File: src/rtl/prio_res_pkg.sv
`timescale 1ns/1ps
package prio_res_pkg;
  parameter int unsigned PR_LINES   = 8;
  parameter int unsigned PR_CASCADE = 2;

  // Modular sum of a rank and an offset over n lines.
  function automatic int unsigned wrap_add(input int unsigned a, input int unsigned b,
                                           input int unsigned n);
    int unsigned s;
    s = a + b;
    if (s >= n) s = s - n;
    return s;
  endfunction
endpackage

File: src/rtl/pr_rotator.sv
`timescale 1ns/1ps
module pr_rotator #(
  parameter int unsigned N  = prio_res_pkg::PR_LINES,
  parameter int unsigned IW = $clog2(N)
) (
  input  logic [N-1:0]  vec,
  input  logic [IW-1:0] off,
  output logic [N-1:0]  rot
);
  // rot[k] is the bit of the line that holds rank k.
  for (genvar k = 0; k < N; k++) begin : g_rank
    logic [IW:0]   sum;
    logic [IW-1:0] src;
    always_comb begin
      sum = (IW+1)'(k) + {1'b0, off};
      if (sum >= (IW+1)'(N)) sum = sum - (IW+1)'(N);
    end
    assign src    = sum[IW-1:0];
    assign rot[k] = vec[src];
  end
endmodule

File: src/rtl/pr_first_set.sv
`timescale 1ns/1ps
module pr_first_set #(
  parameter int unsigned N  = prio_res_pkg::PR_LINES,
  parameter int unsigned RW = $clog2(N + 1)
) (
  input  logic [N-1:0]  vec,
  output logic [RW-1:0] rank   // N when no bit is set
);
  always_comb begin
    rank = RW'(N);
    for (int i = N - 1; i >= 0; i--) begin
      if (vec[i]) rank = RW'(i);
    end
  end
endmodule

File: src/rtl/pr_out_stage.sv
`timescale 1ns/1ps
module pr_out_stage #(
  parameter int unsigned IW      = 3,
  parameter bit          OUT_REG = 1'b1
) (
  input  logic          clk,
  input  logic          rst_n,
  input  logic          d_valid,
  input  logic [IW-1:0] d_line,
  output logic          q_valid,
  output logic [IW-1:0] q_line
);
  if (OUT_REG) begin : g_reg
    always_ff @(posedge clk or negedge rst_n) begin
      if (!rst_n) begin
        q_valid <= 1'b0;
        q_line  <= '0;
      end else begin
        q_valid <= d_valid;
        q_line  <= d_line;
      end
    end
  end else begin : g_comb
    assign q_valid = d_valid;
    assign q_line  = d_line;
  end
endmodule

File: src/rtl/prio_resolver.sv
`timescale 1ns/1ps
module prio_resolver #(
  parameter int unsigned N       = prio_res_pkg::PR_LINES,
  parameter int unsigned CASCADE = prio_res_pkg::PR_CASCADE,
  parameter bit          OUT_REG = 1'b1
) (
  input  logic                   clk,
  input  logic                   rst_n,
  input  logic [N-1:0]           req,
  input  logic [N-1:0]           mask,
  input  logic [N-1:0]           in_service,
  input  logic [$clog2(N)-1:0]   rot_offset,
  input  logic                   nest_mode,
  input  logic                   is_master,
  output logic                   irq_valid,
  output logic [$clog2(N)-1:0]   irq_line
);
  localparam int unsigned IW = $clog2(N);
  localparam int unsigned RW = $clog2(N + 1);

  logic [N-1:0]  cand, drop, isr_eff;
  logic [N-1:0]  cand_rot, isr_rot;
  logic [RW-1:0] cand_rank, isr_rank;
  logic          grant;
  logic [IW-1:0] line_c;

  assign cand    = req & ~mask;
  assign drop    = (nest_mode && is_master) ? (N'(1) << CASCADE) : '0;
  assign isr_eff = in_service & ~drop;

  pr_rotator #(.N(N), .IW(IW)) u_rot_req (.vec(cand),    .off(rot_offset), .rot(cand_rot));
  pr_rotator #(.N(N), .IW(IW)) u_rot_isr (.vec(isr_eff), .off(rot_offset), .rot(isr_rot));

  pr_first_set #(.N(N), .RW(RW)) u_fs_req (.vec(cand_rot), .rank(cand_rank));
  pr_first_set #(.N(N), .RW(RW)) u_fs_isr (.vec(isr_rot),  .rank(isr_rank));

  // A missing candidate has rank N, which never beats any in-service rank.
  assign grant  = cand_rank < isr_rank;
  assign line_c = grant
                ? IW'(prio_res_pkg::wrap_add(int'(cand_rank), int'(rot_offset), N))
                : '0;

  pr_out_stage #(.IW(IW), .OUT_REG(OUT_REG)) u_out (
    .clk(clk), .rst_n(rst_n),
    .d_valid(grant), .d_line(line_c),
    .q_valid(irq_valid), .q_line(irq_line)
  );
endmodule

File: config.mk
export PLATFORM = sky130hd
export DESIGN_NAME = prio_resolver
export DESIGN_NICKNAME = d
export VERILOG_FILES = /design/src/rtl/prio_res_pkg.sv /design/src/rtl/pr_rotator.sv /design/src/rtl/pr_first_set.sv /design/src/rtl/pr_out_stage.sv /design/src/rtl/prio_resolver.sv
export SDC_FILE = /design/constraint.sdc
export NUM_CORES = 1
export LEC_CHECK = 0
export BUFFER_PORTS_ARGS = -buffer_cell sky130_fd_sc_hd__buf_4
export CAP_MARGIN = 40
export CELL_PAD_IN_SITES_DETAIL_PLACEMENT = 1
export CELL_PAD_IN_SITES_GLOBAL_PLACEMENT = 1
export CORE_ASPECT_RATIO = 0.75
export CORE_MARGIN = 5
export CORE_UTILIZATION = 44
export DETAILED_ROUTE_END_ITERATION = 16
export MAX_ROUTING_LAYER = met4
export PLACE_DENSITY = 0.92
export SKIP_CTS_REPAIR_TIMING = 1
export SLEW_MARGIN = 20
export SYNTH_ARGS = -nofsm -noshare
export SYNTH_HDL_FRONTEND = slang
export SYNTH_SLANG_ARGS = --single-unit
File: constraint.sdc
create_clock -name clk -period 0.8 [get_ports clk]
set_input_delay 0.08 -clock clk [delete_from_list [all_inputs] [get_ports clk]]
set_output_delay 0.08 -clock clk [all_outputs]
set_load 0.02 [all_outputs]
==> results.yml, run 1 <==
yosys:
  synth.distinct_cells: 40
  synthMuxAreaShare: 0.4181
  yosysWarningCount: 0
  synth_flop_cell: "sky130_fd_sc_hd__dfrtp_1"
  seq_area_frac_synth: 0.08040
  syn_avg_cell_area_um2: 11.22
  post_synth_instance_area_mm2: 0.001245
  synth.net_count: 149
  synth_async_sr_flop_share: 1.000
  ys_seq_elements: 4
  netlist_instances: 111
  synth_fa_ha_area_frac: 0.07638
  synth-edff-count: 0
  synth_simple_gate_area_share: 0.1849
  area_share_of_xor_xnor_cells_in_the_synthesized_design: 0.02814
  complex_gate_fraction_of_the_synthesized_area: 0.1176
  synth_top_family_by_area: "multiplexers"
clocking:
  root_buffer_master: "sky130_fd_sc_hd__clkbuf_8"
  cts_h_tree_depth: 1
  cts_sink_count: 4
  tritoncts.num_buffers: 3
  largest_buffer_count_on_any_clock_path: 2
run_status:
  status: "aborted with a tool error"
  stop_stage: "global routing (5_1_grt)"
  error_message: "[ERROR DPL-0033] detailed placement checks failed during check placement."
global_routing:
  antenna_violations_before_repair: 0
  grt_max_degree: 9
place:
  placement.cell_area_mm2: 0.001787
  post-dp-hpwl_um: 4176
  place_congestion: 0.8666
  buffer_ports.inserted: 34
die:
  io_pins: 35
  fp-row-count: 16
  floorplan.initialDensity: 0.4676
  fp.dieH_um: 56.07
  die_w_um: 71.42
sta:
  worst_endpoint_kind: "register input"
  grt_worst_setup_endpoint: "u_out.q_line[2]$_DFF_PN0_/D"
[through the flow]
stage          setup WS [ns]  instances  setup TNS [ns]  hold slack [ns]
2_1_floorplan         -1.994        111          -7.573          -0.2156
3_3_place_gp          -2.010        209          -7.875          -0.1266
3_5_place_dp          -2.216        209          -8.640          -0.1210
4_1_cts               -2.068        212          -7.945          -0.3429
[synthesized netlist by cell type, drive strengths merged (3+ instances only)]
cell / n / area [um2]
mux4: 15 / 356.6
mux2i: 13 / 130.1
and2b: 10 / 87.58
nand2: 9 / 33.78
ha: 6 / 75.07
inv: 6 / 22.52
o21ai: 5 / 25.02
a21oi: 4 / 27.53
dfrtp: 4 / 100.1
xnor2: 4 / 35.03
mux2: 3 / 33.78
nand4: 3 / 25.02
[logic make-up after synthesis]
| logic type | count (synthesis) |
|---|---|
| and+or+nand+nor | 33 |
| muxes | 31 |
| AOI/OAI and AO/OA | 20 |
| buffers and inverters | 12 |
| adders and majority gates | 7 |
| xor gates and xnor gates | 4 |
| DFF | 4 |
==> inputs of run 2 (changes only) <==
--- a/config.mk
+++ b/config.mk
@@ -7,14 +7,10 @@
 export LEC_CHECK = 0
 export BUFFER_PORTS_ARGS = -buffer_cell sky130_fd_sc_hd__buf_4
 export CAP_MARGIN = 40
-export CELL_PAD_IN_SITES_DETAIL_PLACEMENT = 1
-export CELL_PAD_IN_SITES_GLOBAL_PLACEMENT = 1
-export CORE_ASPECT_RATIO = 0.75
-export CORE_MARGIN = 5
-export CORE_UTILIZATION = 44
+export CORE_AREA = 5 5 66 68
 export DETAILED_ROUTE_END_ITERATION = 16
-export MAX_ROUTING_LAYER = met4
-export PLACE_DENSITY = 0.92
+export DIE_AREA = 0 0 71 73
+export PLACE_DENSITY_LB_ADDON = 0.15
 export SKIP_CTS_REPAIR_TIMING = 1
 export SLEW_MARGIN = 20
 export SYNTH_ARGS = -nofsm -noshare
==> results.yml, run 2 <==
run_status:
  status: "complete, but fails checks"
  violations: "setup timing"
place:
  place_congestion: 0.7872
  post-dp-hpwl_um: 2850
  buffer_ports.inserted: 34
  place_ws_ns: -2.161
die:
  floorplan.initialDensity: 0.3277
  io_pins: 35
  die_w_um: 71
  fp-row-count: 23
  coreArea_mm2: 0.003799
  fp.dieH_um: 73
  floorplan.die_area_mm2: 0.005183
clocking:
  cts_tree: "done"
  root_buffer_master: "sky130_fd_sc_hd__clkbuf_8"
  tritoncts.num_buffers: 3
  cts_sink_count: 4
  worst_setup_hold_path_clk_slew_ns: 0.03
  largest_buffer_count_on_any_clock_path: 2
  cts_h_tree_depth: 1
sta:
  post-route-period-util: 3.124
  final-hold-violation-count: 0
  report.final.slew_viol_count: 0
  hold_ws_ns: 0.1939
  setup_violations: 4
  setup_slack_ns: -1.699
  setup-tns-final_ns: -6.539
  worst-slew-pin-transition_ns: 0.3090
  max_freq_mhz: 400.2
  rsz0062_at_grt: "yes"
  slew-limit-headroom: 0.7881
  final_period_minus_worst_setup_slack_ns: 2.499
yosys:
  synth_flop_cell: "sky130_fd_sc_hd__dfrtp_1"
  syn_avg_cell_area_um2: 11.22
  synth-edff-count: 0
  yosys.cell_count.top_type: "sky130_fd_sc_hd__mux2i_1"
  synth.distinct_cells: 40
  synth_top_area_cell: "sky130_fd_sc_hd__mux4_2"
  synth_async_sr_flop_share: 1.000
  post_synth_main_area_contributors: "sky130_fd_sc_hd__mux4_2 18%, sky130_fd_sc_hd__mux4_1 11%, sky130_fd_sc_hd__mux2i_1 10%, sky130_fd_sc_hd__dfrtp_1 8.0%, sky130_fd_sc_hd__and2b_2 7.0%"
  yosysWarningCount: 0
  synth_top_area_share: 0.1809
  synth.net_count: 149
  ys_seq_elements: 4
  post_synth_instance_area_mm2: 0.001245
  synth_commonest_cells: "13 x sky130_fd_sc_hd__mux2i_1, 10 x sky130_fd_sc_hd__and2b_2, 10 x sky130_fd_sc_hd__mux4_2"
  netlist_instances: 111
  seq_area_frac_synth: 0.08040
finish:
  layout-drive-gt1-share: 0.7151
  commonest_non_fill_non_tap_cell_in_the_layout: "sky130_fd_sc_hd__buf_4"
  utilization: 0.5422
  largest_registers: "u_out.q_line (3), u_out.q_valid (1)"
  num_antenna_cells: 0
  top_register: "u_out.q_line"
  syn_to_final_growth_pct: 65.43
  final_cell_mix: "57 x sky130_fd_sc_hd__buf_4, 13 x sky130_fd_sc_hd__mux4_2, 13 x sky130_fd_sc_hd__mux2i_1"
  largest_register_ffs: 3
  nNetsFinal: 219
drt:
  route.antenna.remaining_nets: 0
  wirelength_um: 3397
  route.detailed.drc: 0
  drt_first_iter_violations: 17
  detail_route.first_pass.iterations: 4
  vias: 1172
  post_drt_wl_per_cell_um: 14.83
  routed_via_density: 5.118
setup_path:
  critical-path-top-cell-by-count: "sky130_fd_sc_hd__xnor2_2"
  crit_path_end_kind: "register"
  cp-start-kind: "primary input"
  crit_path_cell_trace: "buf_4 -> and2b_2 -> mux4_2 -> a21bo_2 -> o21ai_1 -> or3b_4 -> nand2_2 -> ha_2 -> inv_2 -> fa_2 -> xnor2_2 -> xnor2_2 -> a21oi_2"
  critical_path_required_ns: 0.90
  critPathMaxFanout: 3
  critPathKind: "primary input to register"
  worstPathArrival_ns: 2.60
  slowest_stage: "sky130_fd_sc_hd__mux4_2"
  cp_slowest_stage_delay_ns: 0.50
global_routing:
  grt.total_usage: 0.1326
  antenna_violations_before_repair: 0
  grt_pass1_wl_um: 5533
  grt_max_degree: 12
  grt_remaining_overflow: 0
  vias_in_the_first_global_route: 1233
power_and_ir_drop:
  report.power.total_mw: 2.790
  total_leakage_power_nw: 0.9335
  power_density_mw_per_mm2: 1355
  maximum_vdd_ir_drop_mv: 0.4279
run:
  timing.max_cap.violations: 0
worst_hold_path:
  worstHoldPathType: "primary input to async pin"
==> run 2: metrics by stage <==
stage	cell area, um2	instances
4_1_cts	1831	224
5_1_grt	2059	229
3_5_place_dp	1789	221
6_report	2059	229
2_1_floorplan	1316	111
3_3_place_gp	1789	221
==> run 2: layer usage <==
layer  wire, um  global-route usage  vias up  share of wire
li1           -                   -      577              -
met1       1365              0.1483      572           0.40
met2       1919              0.2667       20           0.56
met3         81             0.01515        3          0.024
met4         30             0.02714        0         0.0088
met5          0                   0        -              0
==> run 2: critical path, delay by kind of cell <==
kind,cells,cell delay (ns)
simple gates,3,0.64
fa+ha+maj,2,0.52
mux,1,0.50
compound gates,3,0.37
xor+xnor,2,0.33
buf+inv,2,0.14
==> run 2: cell families after synthesis <==
kind of cell	after synthesis	synth area share
flops	4	0.08041
mux	31	0.4181
xor+xnor	4	0.02814
simple gates	33	0.1849
buf+inv	12	0.09447
compound gates	20	0.1176
fa+ha+maj	7	0.07638
==> run 2: cell type report <==
type	count	area, um2
Clock buffer	3	41.29
Sequential cell	4	100.1
Timing Repair Buffer	70	616.8
Inverter	7	41.29
Fill cell	355	1739
Multi-Input combinational cell	95	1197
Tap cell	50	62.56
==> run 2: worst max-delay path by stage <==
stage / startpoint / to / slack, ns / depth (start not counted)
2_1_floorplan: rot_offset[1] / u_out.q_line[2] / -1.99 / 14
3_3_place_gp: rot_offset[0] / u_out.q_line[2] / -2.11 / 13
3_5_place_dp: rot_offset[0] / u_out.q_line[2] / -2.16 / 13
4_1_cts: rot_offset[0] / u_out.q_line[2] / -1.94 / 13
5_1_grt: rot_offset[2] / u_out.q_line[2] / -1.84 / 13
6_report: req[5] / u_out.q_line[2] / -1.70 / 13
==> run 2: power breakdown <==
group	switching [mW]	leakage [nW]	internal, mW	total (mW)
sequential	0.0382	0.0508	0.293	0.331
combinational	0.872	0.861	1.16	2.03
clock	0.107	0.0216	0.321	0.427
(Power assumes the default switching activity.)
